[src/rtl/eth_tx_pkg.sv]
package eth_tx_pkg;

  localparam logic [31:0] CRC_POLY_REFL = 32'hEDB88320;

  // Per-packet rule-break flags; drop lands in bit 0 of the report.
  typedef struct packed {
    logic oversize;
    logic last_keep;
    logic mid_keep;
    logic drop;
  } viol_t;

  // One byte through the reflected CRC-32, data taken LSB first.
  function automatic logic [31:0] crc32_byte(input logic [31:0] crc,
                                             input logic [7:0]  din);
    logic [31:0] r;
    r = crc;
    for (int b = 0; b < 8; b++) begin
      if (r[0] ^ din[b]) r = (r >> 1) ^ CRC_POLY_REFL;
      else               r = r >> 1;
    end
    return r;
  endfunction

endpackage

[src/rtl/eth_tx_beat_build.sv]
module eth_tx_beat_build
  import eth_tx_pkg::*;
#(
  parameter int LANES       = 8,
  parameter int POS_W       = 15,
  parameter int LW          = 4,
  parameter int MIN_PAYLOAD = 60
) (
  input  logic [POS_W-1:0]   base_i,
  input  logic [LW-1:0]      user_lanes_i,
  input  logic [POS_W-1:0]   user_len_i,
  input  logic [31:0]        crc_i,
  input  logic [LANES*8-1:0] data_i,
  input  logic               invert_i,
  output logic [LANES*8-1:0] data_o,
  output logic [LANES-1:0]   keep_o,
  output logic [31:0]        crc_o,
  output logic               final_o
);

  localparam int FCS_BYTES = 4;

  logic [POS_W-1:0] padded_len;
  logic [POS_W-1:0] frame_len;
  logic [31:0]      chain [LANES+1];
  logic [31:0]      fcs_word;

  assign padded_len = (user_len_i < POS_W'(MIN_PAYLOAD)) ? POS_W'(MIN_PAYLOAD) : user_len_i;
  assign frame_len  = padded_len + POS_W'(FCS_BYTES);
  assign chain[0]   = crc_i;
  assign crc_o      = chain[LANES];
  // Check lanes never feed the chain, so its tail is the final remainder.
  assign fcs_word   = invert_i ? chain[LANES] : ~chain[LANES];
  assign final_o    = ({1'b0, base_i} + (POS_W+1)'(LANES)) >= {1'b0, frame_len};

  generate
    for (genvar j = 0; j < LANES; j++) begin : g_lane
      logic [POS_W-1:0] idx;
      logic [1:0]       fcs_off;
      logic             is_user;
      logic             is_pad;
      logic             is_fcs;
      logic [7:0]       src;

      assign idx      = base_i + POS_W'(j);
      assign is_user  = LW'(j) < user_lanes_i;
      assign is_pad   = !is_user && (idx < padded_len);
      assign is_fcs   = !is_user && !is_pad && (idx < frame_len);
      assign fcs_off  = idx[1:0] - padded_len[1:0];
      assign src      = is_user ? data_i[8*j +: 8] : 8'h00;
      assign chain[j+1] = (is_user || is_pad) ? crc32_byte(chain[j], src) : chain[j];
      assign keep_o[j]  = is_user | is_pad | is_fcs;
      assign data_o[8*j +: 8] = is_fcs ? fcs_word[{fcs_off, 3'b000} +: 8] : src;
    end
  endgenerate

endmodule

[src/rtl/eth_tx_proto_check.sv]
module eth_tx_proto_check
  import eth_tx_pkg::*;
#(
  parameter int LANES     = 8,
  parameter int POS_W     = 15,
  parameter int MAX_BYTES = 9014
) (
  input  logic             clk,
  input  logic             rst_n,
  input  logic             in_valid,
  input  logic             in_last,
  input  logic [LANES-1:0] in_keep,
  input  logic             in_user,
  input  logic             tready,
  input  logic [POS_W-1:0] pkt_len,
  output logic             in_pkt,
  output logic             last_accept,
  output logic             corrupt,
  output logic             any_err,
  output logic [3:0]       beats,
  output logic [7:0]       err_vec
);

  logic       accept;
  logic       in_pkt_q, in_pkt_n;
  logic       drop_q, drop_n;
  logic       midk_q, midk_n;
  logic [3:0] beats_q, beats_n;
  logic       rep_vld_q;
  viol_t      rep_q, viol_cur;
  logic [7:0] err_q;
  logic       mid_now, drop_now, last_legal;

  assign accept      = in_valid & tready;
  assign last_accept = accept & in_last;
  assign mid_now     = accept & ~in_last & (in_keep != '1);
  assign drop_now    = in_pkt_q & ~in_valid & tready;
  assign last_legal  = (in_keep != '0) && (((in_keep + LANES'(1)) & in_keep) == '0);

  always_comb begin
    viol_cur.drop      = drop_q;
    viol_cur.mid_keep  = midk_q | mid_now;
    viol_cur.last_keep = ~last_legal;
    viol_cur.oversize  = pkt_len > POS_W'(MAX_BYTES);
  end

  assign corrupt = viol_cur.drop | viol_cur.mid_keep | in_user;
  assign any_err = |viol_cur;
  assign beats   = (beats_q == 4'hF) ? beats_q : beats_q + 4'd1;
  assign in_pkt  = in_pkt_q;
  assign err_vec = err_q;

  always_comb begin
    in_pkt_n = in_pkt_q;
    drop_n   = drop_q | drop_now;
    midk_n   = midk_q;
    beats_n  = beats_q;
    if (last_accept) begin
      in_pkt_n = 1'b0;
      drop_n   = 1'b0;
      midk_n   = 1'b0;
      beats_n  = '0;
    end else if (accept) begin
      in_pkt_n = 1'b1;
      midk_n   = midk_q | mid_now;
      beats_n  = beats;
    end
  end

  always_ff @(posedge clk or negedge rst_n) begin
    if (!rst_n) begin
      in_pkt_q  <= 1'b0;
      drop_q    <= 1'b0;
      midk_q    <= 1'b0;
      beats_q   <= '0;
      rep_vld_q <= 1'b0;
      rep_q     <= '0;
      err_q     <= '0;
    end else begin
      in_pkt_q  <= in_pkt_n;
      drop_q    <= drop_n;
      midk_q    <= midk_n;
      beats_q   <= beats_n;
      rep_vld_q <= last_accept;
      if (last_accept) rep_q <= viol_cur;
      if (rep_vld_q)   err_q <= {4'b0000, rep_q};
    end
  end

  assert_report_hold_R7: assert property (@(posedge clk) disable iff (!rst_n)
    !rep_vld_q |=> $stable(err_vec));
  assert_report_delay_R7: assert property (@(posedge clk) disable iff (!rst_n)
    $past(last_accept) |=> (err_vec[3:0] == $past(rep_q)));
  assert_drop_in_pkt_R8: assert property (@(posedge clk) disable iff (!rst_n)
    $rose(drop_q) |-> $past(in_pkt_q));

endmodule

[src/rtl/eth_tx_gap_ctl.sv]
module eth_tx_gap_ctl #(
  parameter int GAP_CYCLES = 3,
  parameter int MIN_BEATS  = 8,
  parameter int CNT_W      = 5
) (
  input  logic       clk,
  input  logic       rst_n,
  input  logic       linkup,
  input  logic       last_accept,
  input  logic [3:0] beats,
  input  logic       short_pkt,
  input  logic       any_err,
  output logic       tready
);

  logic             link_q;
  logic [CNT_W-1:0] gap_q, gap_n;
  logic [CNT_W-1:0] pad_extra;
  logic [CNT_W-1:0] gap_len;

  assign pad_extra = (short_pkt && (beats < 4'(MIN_BEATS))) ?
                     CNT_W'(4'(MIN_BEATS) - beats) : '0;
  assign gap_len   = CNT_W'(GAP_CYCLES) + pad_extra + CNT_W'(any_err);
  assign tready    = link_q & (gap_q == '0);

  always_comb begin
    if (last_accept)      gap_n = gap_len;
    else if (gap_q != '0) gap_n = gap_q - CNT_W'(1);
    else                  gap_n = gap_q;
  end

  always_ff @(posedge clk or negedge rst_n) begin
    if (!rst_n) begin
      link_q <= 1'b0;
      gap_q  <= '0;
    end else begin
      link_q <= linkup;
      gap_q  <= gap_n;
    end
  end

  assert_gap_after_last_R5: assert property (@(posedge clk) disable iff (!rst_n)
    last_accept |=> !tready);
  assert_link_gate_R1: assert property (@(posedge clk) disable iff (!rst_n)
    !$past(linkup) |-> !tready);

endmodule

[src/rtl/eth_tx_framer.sv]
module eth_tx_framer
  import eth_tx_pkg::*;
#(
  parameter int DATA_W      = 64,
  parameter int MIN_PAYLOAD = 60,
  parameter int MAX_BYTES   = 9014,
  parameter int GAP_CYCLES  = 3
) (
  input  logic              clk,
  input  logic              rst_n,
  input  logic              linkup,
  input  logic [DATA_W-1:0] s_tdata,
  input  logic [DATA_W/8-1:0] s_tkeep,
  input  logic              s_tvalid,
  input  logic              s_tlast,
  input  logic              s_tuser,
  output logic              s_tready,
  output logic [DATA_W-1:0] m_tdata,
  output logic [DATA_W/8-1:0] m_tkeep,
  output logic              m_tvalid,
  output logic              m_tlast,
  output logic [7:0]        tx_err
);

  localparam int LANES     = DATA_W / 8;
  localparam int LW        = $clog2(LANES + 1);
  localparam int POS_W     = $clog2(MAX_BYTES + MIN_PAYLOAD + 4 * LANES) + 1;
  localparam int MIN_BEATS = (MIN_PAYLOAD + 4 + LANES - 1) / LANES;
  localparam int CNT_W     = $clog2(GAP_CYCLES + MIN_BEATS + 2) + 1;

  // Reset: asserted at once, released after two clean edges.
  logic [1:0] rst_pipe;
  logic       rst_int;
  always_ff @(posedge clk or negedge rst_n) begin
    if (!rst_n) rst_pipe <= 2'b00;
    else        rst_pipe <= {rst_pipe[0], 1'b1};
  end
  assign rst_int = rst_pipe[1];

  logic             accept;
  logic             in_pkt, last_accept, corrupt, any_err;
  logic [3:0]       beats;
  logic [LW-1:0]    span;
  logic [POS_W-1:0] pkt_len;

  logic             tail_q, tail_n;
  logic [POS_W-1:0] pos_q, pos_n;
  logic [POS_W-1:0] tlen_q, tlen_n;
  logic             tinv_q, tinv_n;
  logic [31:0]      crc_q, crc_n;

  logic [POS_W-1:0]  b_base, b_len;
  logic [LW-1:0]     b_lanes;
  logic [31:0]       b_crc_in, b_crc_out;
  logic              b_inv, b_final;
  logic [DATA_W-1:0] b_data;
  logic [LANES-1:0]  b_keep;

  logic              ov_n, ol_n;

  assign accept = s_tvalid & s_tready;

  always_comb begin
    span = '0;
    for (int i = 0; i < LANES; i++)
      if (s_tkeep[i]) span = LW'(i + 1);
  end

  assign pkt_len = (in_pkt ? pos_q : '0) + POS_W'(span);

  eth_tx_proto_check #(
    .LANES(LANES), .POS_W(POS_W), .MAX_BYTES(MAX_BYTES)
  ) u_check (
    .clk(clk), .rst_n(rst_int),
    .in_valid(s_tvalid), .in_last(s_tlast), .in_keep(s_tkeep), .in_user(s_tuser),
    .tready(s_tready), .pkt_len(pkt_len),
    .in_pkt(in_pkt), .last_accept(last_accept), .corrupt(corrupt),
    .any_err(any_err), .beats(beats), .err_vec(tx_err)
  );

  eth_tx_gap_ctl #(
    .GAP_CYCLES(GAP_CYCLES), .MIN_BEATS(MIN_BEATS), .CNT_W(CNT_W)
  ) u_gap (
    .clk(clk), .rst_n(rst_int), .linkup(linkup),
    .last_accept(last_accept), .beats(beats),
    .short_pkt(pkt_len < POS_W'(MIN_PAYLOAD)), .any_err(any_err),
    .tready(s_tready)
  );

  // Tail beats reuse the same lane builder with no user lanes.
  always_comb begin
    if (tail_q) begin
      b_base   = pos_q;
      b_lanes  = '0;
      b_len    = tlen_q;
      b_crc_in = crc_q;
      b_inv    = tinv_q;
    end else begin
      b_base   = in_pkt ? pos_q : '0;
      b_lanes  = s_tlast ? span : LW'(LANES);
      b_len    = pkt_len;
      b_crc_in = in_pkt ? crc_q : '1;
      b_inv    = corrupt;
    end
  end

  eth_tx_beat_build #(
    .LANES(LANES), .POS_W(POS_W), .LW(LW), .MIN_PAYLOAD(MIN_PAYLOAD)
  ) u_build (
    .base_i(b_base), .user_lanes_i(b_lanes), .user_len_i(b_len),
    .crc_i(b_crc_in), .data_i(s_tdata), .invert_i(b_inv),
    .data_o(b_data), .keep_o(b_keep), .crc_o(b_crc_out), .final_o(b_final)
  );

  always_comb begin
    tail_n = tail_q;
    pos_n  = pos_q;
    tlen_n = tlen_q;
    tinv_n = tinv_q;
    crc_n  = crc_q;
    ov_n   = 1'b0;
    ol_n   = 1'b0;
    if (tail_q) begin
      ov_n  = 1'b1;
      ol_n  = b_final;
      pos_n = pos_q + POS_W'(LANES);
      crc_n = b_crc_out;
      if (b_final) tail_n = 1'b0;
    end else if (accept) begin
      ov_n  = 1'b1;
      ol_n  = s_tlast & b_final;
      pos_n = b_base + POS_W'(LANES);
      crc_n = b_crc_out;
      if (s_tlast && !b_final) begin
        tail_n = 1'b1;
        tlen_n = pkt_len;
        tinv_n = corrupt;
      end
    end
  end

  always_ff @(posedge clk or negedge rst_int) begin
    if (!rst_int) begin
      tail_q   <= 1'b0;
      pos_q    <= '0;
      tlen_q   <= '0;
      tinv_q   <= 1'b0;
      crc_q    <= '1;
      m_tvalid <= 1'b0;
      m_tlast  <= 1'b0;
      m_tdata  <= '0;
      m_tkeep  <= '0;
    end else begin
      tail_q   <= tail_n;
      pos_q    <= pos_n;
      tlen_q   <= tlen_n;
      tinv_q   <= tinv_n;
      crc_q    <= crc_n;
      m_tvalid <= ov_n;
      m_tlast  <= ol_n;
      if (ov_n) begin
        m_tdata <= b_data;
        m_tkeep <= b_keep;
      end
    end
  end

  assert_keep_packed_R2: assert property (@(posedge clk) disable iff (!rst_int)
    m_tvalid |-> (m_tkeep != '0) && (((m_tkeep + LANES'(1)) & m_tkeep) == '0));
  assert_tail_in_gap_R6: assert property (@(posedge clk) disable iff (!rst_int)
    tail_q |-> !(s_tvalid && s_tready));
  assert_beat_follows_R2: assert property (@(posedge clk) disable iff (!rst_int)
    accept |=> m_tvalid);
  assert_no_out_linkdown_R1: assert property (@(posedge clk) disable iff (!rst_int)
    (!$past(linkup) && !$past(tail_q)) |=> !m_tvalid);

endmodule

[config.mk]
export PLATFORM = sky130hd
export DESIGN_NAME = eth_tx_framer
export DESIGN_NICKNAME = d
export VERILOG_FILES = /design/src/rtl/eth_tx_pkg.sv /design/src/rtl/eth_tx_beat_build.sv /design/src/rtl/eth_tx_proto_check.sv /design/src/rtl/eth_tx_gap_ctl.sv /design/src/rtl/eth_tx_framer.sv
export SDC_FILE = /design/constraint.sdc
export NUM_CORES = 1
export LEC_CHECK = 0
export BUFFER_PORTS_ARGS = -buffer_cell sky130_fd_sc_hd__clkbuf_2
export CORE_MARGIN = 4
export CORE_UTILIZATION = 35
export CTS_BUF_LIST = sky130_fd_sc_hd__clkbuf_4
export CTS_CLUSTER_SIZE = 14
export DETAILED_ROUTE_END_ITERATION = 12
export PLACE_DENSITY = 0.49
export SKIP_LAST_GASP = 1
export SYNTH_ARGS = -nofsm -noshare
export SYNTH_HDL_FRONTEND = slang
export SYNTH_SLANG_ARGS = --single-unit
[constraint.sdc]
create_clock -name clk -period 6.1 [get_ports clk]
set_clock_uncertainty 0.1 [all_clocks]
set_input_delay 1.22 -clock clk [delete_from_list [all_inputs] [get_ports clk]]
set_output_delay 1.22 -clock clk [all_outputs]
set_load 0.01 [all_outputs]
==> metrics.md, run 1 <==
| Metric | Value |
|---|---|
| Area Overhead vs Synth | `55.8%` |
| Critical path class | `in2reg` |
| Initial antenna violation count | `4` |
| Worst Setup SP | `s_tkeep[3]` |
| Drt pass-1 iters | `5` |
| Post-synth EDFFs | `0` |
| DRC violations left | `0` |
| Avg Cell Area, Syn | `8.60 µm²` |
| DP Area | `39800 µm²` |
| Ys flop type | `dfrtp_1` |
| Layout cell share with drive strength beyond 1 | `44.9%` |
| H-tree levels | `4` |
| Critical path startpoint category | `input port` |
| Rel. slew slack | `14.1%` |
| CP arrival | `13.76 ns` |
| Mux share of post-synthesis cell area | `8.88%` |
| Initial core utilization | `35.4%` |
| CTS tree | `built` |
| Gr usage total | `30.0%` |
| Status | `finished with violations` |
| First-pass GRT wire length | `191000 µm` |
| CP max FO | `8` |
| CTS max path bufs | `2` |
| Clk Latency, worst-skew pair | `0.75 ns` |
| Synth top area share | `14.0%` |
| CP max stage cell | `a2111oi_4` |
| Via count | `30.2k` |
| Worst min path class | `in2async` |
| Worst r2r src | `u_check.in_pkt` |
| Synth top area cells | `xnor2_1, dfrtp_1, ha_1` |
| Synth warn | `0` |
| Cell taking the most area after synthesis | `xnor2_1` |
| Clk pin slew, worst setup/hold paths | `0.15 ns` |
| Flops & latches, synth | `162` |
| # clock sinks | `162` |
| Crit end category | `register` |
| RePlAce Congestion | `0.996` |
| Die area | `84700 µm²` |
| Final setup vio count | `122` |
| Vias in the first global route | `28.9k` |
| Max-Cap Viols | `0` |
| Gr ovfl total | `0` |
| Total CTS buffers | `17` |
| Adder-cell share of the synthesized area | `10.8%` |
| Worst reg-to-reg setup slack | `-6.78 ns` |
| Critical Path RT | `6.62 ns` |
| Vias per cell | `5.23` |
| DR iter-0 viols | `2598` |
| CP max stage delay | `0.52 ns` |
| Failing checks | `setup timing` |
| Synth Cell Area | `28000 µm²` |
| Most common cell after layout, fill and taps aside | `buf_4` |
| Final Instance Area | `43700 µm²` |
| Root Buffer | `clkbuf_4` |
| Final setup margin | `-7.14 ns` |
| Routed WL per cell | `23.0 µm` |
| Fraction of registers with async set or reset after synthesis | `100%` |
| Largest family of logic cells by synthesized area | `XOR/XNOR gates` |
| PortBufs | `156` |
| Yosys cell types | `114` |
| Final antenna-violating net count | `0` |
| Die height | `291 µm` |
| Worst-margin pin slew | `1.28 ns` |
| Die X-Extent | `291 µm` |
| HPWL reported at the end of detailed placement | `110000 µm` |
| Nets | `5021` |
| Post-Route WL | `132000 µm` |
| Most frequent cells in the layout | `buf_4, xnor2_1, nand2_1` |
| Most used cell, CP | `xnor3_1` |
| Sequential-to-total area share from yosys stat | `14.6%` |
| Core area | `79300 µm²` |
| Simple-gate share of the synthesized area | `15.9%` |
| Worst slack at placement | `-8.32 ns` |
| Largest net degree at the start of global routing | `136` |
| Fmax | `75.5 MHz` |
| FF-to-FF path depth | `55` |
| I/O pin cnt | `161` |
| Synth Area in XOR/XNOR | `30.6%` |
| Final hold vios | `0` |
| R2r endpoint | `m_tdata[4]` |
| Final slew viol count | `0` |
| Rows | `103` |
| Unrepaired setup endpoints after global routing | `yes` |
| Compound-Gate Fraction of Synth Area | `15.7%` |
| Tcrit/Tclk final | `217%` |
| Cts hold-fix bufs | `0` |
| Post-synthesis cell count | `3262` |
| Min cycle time layout | `13.24 ns` |
[kinds of logic after synthesis]
group	after synthesis
XOR/XNOR	759
flip-flops	162
other	2
multiplexers	214
AND/OR/NAND/NOR	962
buffers and inverters	235
AO/OA/AOI/OAI	686
adder cells (fa/ha/maj)	242
[routing by layer]
layer  share of wire, %  GRT usage (%)
met1                 47           44.2
met2                 44           46.7
met3                5.9           3.24
met4                3.2           8.16
met5                  0              0
[worst max path at each step]
stage                             end  slack [ns]  cells past startpoint
after floorplan            m_tdata[4]       -7.68                     52
after detailed placement  m_tdata[10]       -8.32                     57
after global routing       m_tdata[4]       -7.49                     60
after global placement    m_tdata[50]       -8.17                     60
final                      m_tdata[4]       -7.14                     60
after CTS                  m_tdata[0]       -6.95                     59
[stage by stage]
step                hold slack [ns]  setup TNS [ns]  util (%)  instances
detailed placement            0.217         -813.20      50.2       5557
global route                 0.0737         -724.46      55.1       5771
CTS                          0.0661         -658.19      53.0       5677
floorplan                     0.231         -711.90         -       3265
finish                        0.151         -681.85      55.1       5771
global placement              0.214         -795.50      50.2       5557
[layout make-up]
type	instances	area, µm²
Inverter	71	274
Clock buffer	19	143
Antenna cell	5	12.5
Timing Repair Buffer	1583	12100
Tap cell	1050	1310
Clock inverter	13	193
Sequential cell	162	4100
Fill cell	7395	35600
Multi-Input combinational cell	2868	25500
[worst max-delay path, delay by kind of cell]
kind	cells	cell delay, ns
buf+inv	10	1.29
fa+ha+maj	3	0.64
simple gates	9	1.59
compound gates	13	2.73
xor+xnor	16	4.10
mux	9	2.11
[flip-flops by register name (all words and copies together) (netlist names)]
register	flops
u_check.midk_q	1
m_tdata	64
pos_q	15
tail_q	1
tlen_q	15
m_tlast	1
u_check.rep_vld_q	1
tinv_q	1
u_check.err_vec	4
u_gap.gap_q	5
u_check.beats_q	4
u_check.drop_q	1
u_gap.link_q	1
m_tvalid	1
m_tkeep	8
u_check.in_pkt	1
u_check.rep_q	4
rst_pipe	2
crc_q	32
[synth_stat cells, drive strengths merged (8+ instances only)]
library cell,count
and2,28
buf,65
a21o,27
nor2b,56
o21a,16
o211ai,20
nand2b,72
dfstp,32
xor3,18
o21ai,185
nand4,21
mux2i,155
and3,19
o221ai,27
a21boi,18
mux4,11
clkinv,9
a221o,21
a221oi,8
inv,62
o21bai,8
or3,18
xnor3,95
o22ai,18
xnor2,463
ha,238
a21oi,217
clkbuf,99
nor2,296
nand3,37
a31oi,34
mux2,48
nor3,29
dfrtp,130
o31ai,16
or2,16
nand2,339
a211oi,28
xor2,183
[what timing repair did]
item / CTS / global route
resized for setup: 213 / 176
setup endpoints to repair: 122 / 122
pin swaps: 122 / 150
buffers inserted: 96 / 103
gates cloned: 0 / 0
Power of run 1 is left out: the tool's default activity adds up to more than one toggle a clock period on the data nets, which glitch-free logic cannot reach.
==> inputs of run 2 (changes only) <==
--- a/config.mk
+++ b/config.mk
@@ -11,7 +11,7 @@
 export CTS_BUF_LIST = sky130_fd_sc_hd__clkbuf_4
 export CTS_CLUSTER_SIZE = 14
 export DETAILED_ROUTE_END_ITERATION = 12
-export PLACE_DENSITY = 0.49
+export PLACE_DENSITY_LB_ADDON = 0.05
 export SKIP_LAST_GASP = 1
 export SYNTH_ARGS = -nofsm -noshare
 export SYNTH_HDL_FRONTEND = slang
==> metrics.md, run 2 (same netlist as run 1, synthesis figures left out) <==
| Metric | Value |
|---|---|
| DRC violations left | `0` |
| First-pass GRT wire length | `202000 µm` |
| H-tree levels | `4` |
| Largest net degree at the start of global routing | `154` |
| Critical path's top delay family | `XOR/XNOR gates` |
| Fillcell total | `7514` |
| # clock sinks | `162` |
| Critical Path RT | `6.64 ns` |
| Worst reg-to-reg setup slack | `-6.83 ns` |
| Failing checks | `setup timing` |
| CTS tree | `built` |
| Critical path startpoint category | `input port` |
| Worst-margin pin slew | `1.21 ns` |
| Critical path class | `in2reg` |
| Multi-input gate area | `25600 µm²` |
| Die X-Extent | `291 µm` |
| R2r endpoint | `m_tdata[21]` |
| FF-to-FF path depth | `56` |
| Tcrit/Tclk final | `218%` |
| Post-Route WL | `140000 µm` |
| Initial core utilization | `35.4%` |
| Clk Latency, worst-skew pair | `0.72 ns` |
| Final setup vio count | `122` |
| PortBufs | `156` |
| Vias per cell | `5.23` |
| Die height | `291 µm` |
| Unrepaired setup endpoints after global routing | `yes` |
| Root Buffer | `clkbuf_4` |
| CP max stage delay | `0.55 ns` |
| Max-Cap Viols | `0` |
| Routed WL per cell | `24.1 µm` |
| Cts hold-fix bufs | `0` |
| Status | `finished with violations` |
| Crit end category | `register` |
| Initial antenna violation count | `6` |
| Clk pin slew, worst setup/hold paths | `0.18 ns` |
| Die area | `84700 µm²` |
| RePlAce Congestion | `0.967` |
| Worst r2r src | `u_check.in_pkt` |
| HPWL reported at the end of detailed placement | `117000 µm` |
| Final setup margin | `-7.21 ns` |
| Core area | `79300 µm²` |
| Min cycle time layout | `13.31 ns` |
| CP max FO | `5` |
| CP arrival | `13.86 ns` |
| Fmax | `75.1 MHz` |
| I/O pin cnt | `161` |
| Most frequent cells in the layout | `buf_4, xnor2_1, nand2_1` |
| Most common cell after layout, fill and taps aside | `buf_4` |
| DR iter-0 viols | `2376` |
| Final antenna-violating net count | `0` |
| Utilization after layout | `55.5%` |
| Vias in the first global route | `30.5k` |
| Worst min path class | `reg2async` |
| Final hold vios | `0` |
| CTS max path bufs | `2` |
| Area Overhead vs Synth | `56.7%` |
| Largest reg by FF count | `m_tdata` |
| Most used cell, CP | `buf_4` |
| Top flop regs | `m_tdata (64), crc_q (32)` |
| Gr usage total | `31.9%` |
| Sequential cell area | `4100 µm²` |
| Rel. slew slack | `19.1%` |
| CP max stage cell | `mux4_2` |
| Drt pass-1 iters | `5` |
| Critical path buffers and inverters | `12` |
| Layout cell share with drive strength beyond 1 | `45.5%` |
| Nets | `5043` |
| Rows | `103` |
| Gr ovfl total | `0` |
| Total CTS buffers | `17` |
| Via count | `30.3k` |
| Final slew viol count | `0` |
| Max reg flops | `64` |
## run 2: changes by cell type in the layout (fill, tap and decap cells not counted), sizes merged
cell	before	now
diode	5	1
inv	68	70
bufbuf	0	2
clkinvlp	0	1
bufinv	3	0
buf	1428	1448
## run 2: layout make-up
| type | instances | share of cell area (%) |
|---|---|---|
| Clock inverter | 13 | 0.302 |
| Antenna cell | 1 | 0.00569 |
| Inverter | 71 | 0.621 |
| Sequential cell | 162 | 9.33 |
| Clock buffer | 19 | 0.325 |
| Multi-Input combinational cell | 2868 | 58.3 |
| Timing Repair Buffer | 1605 | 28.1 |
| Tap cell | 1050 | 2.99 |
## run 2: what timing repair did
action | CTS | global route
gates resized for setup | 297 | 131
endpoints found under the hold margin | 0 | 0
endpoints found under the setup margin | 122 | 122
cloned | 2 | 1
buffers inserted | 132 | 54
pin swaps | 145 | 70
## run 2: worst max-delay path by stage
| stage | start | to | slack, ns | cells after the start |
|---|---|---|---|---|
| 6_report | s_tkeep[1] | m_tdata[21] | -7.21 | 60 |
| 5_1_grt | s_tkeep[1] | m_tdata[27] | -7.48 | 61 |
| 4_1_cts | s_tkeep[1] | m_tdata[27] | -6.99 | 56 |
| 3_5_place_dp | s_tkeep[3] | m_tdata[24] | -8.89 | 55 |
| 3_3_place_gp | s_tkeep[3] | m_tdata[57] | -8.75 | 56 |
| 2_1_floorplan | s_tkeep[3] | m_tdata[4] | -7.68 | 52 |
## run 2: metal layers
layer | share of wire (%) | vias to the layer above | wire length (µm) | track usage (%)
li1 | - | 14400 | - | -
met1 | 47 | 14800 | 66300 | 46.5
met2 | 42 | 981 | 58500 | 46.7
met3 | 7.1 | 172 | 9900 | 6.77
met4 | 3.6 | 4 | 4970 | 10.8
met5 | 0.018 | - | 25 | 0
## run 2: worst reg2reg max path: cells and delay by family, from the launching register on
family / cells / cell delay, ns
flip-flops: 1 / 0.51
multiplexers: 5 / 1.65
AO/OA/AOI/OAI: 15 / 2.97
buffers and inverters: 11 / 1.56
AND/OR/NAND/NOR: 9 / 2.03
adder cells (fa/ha/maj): 3 / 0.72
XOR/XNOR: 13 / 3.32
## run 2: stage by stage
step                      TNS, ns  hold slack [ns]  cells  area, µm²  setup slack, ns
after global routing      -721.75           0.0600   5789      44000            -7.48
final                     -689.18           0.0512   5789      44000            -7.21
after CTS                 -666.52           0.0434   5736      42900            -6.99
after floorplan           -711.90            0.231   3265      28800            -7.68
after detailed placement  -866.02           0.0471   5576      40000            -8.89
after global placement    -850.74           0.0470   5576      40000            -8.75
Power of run 2 is left out for the same reason.
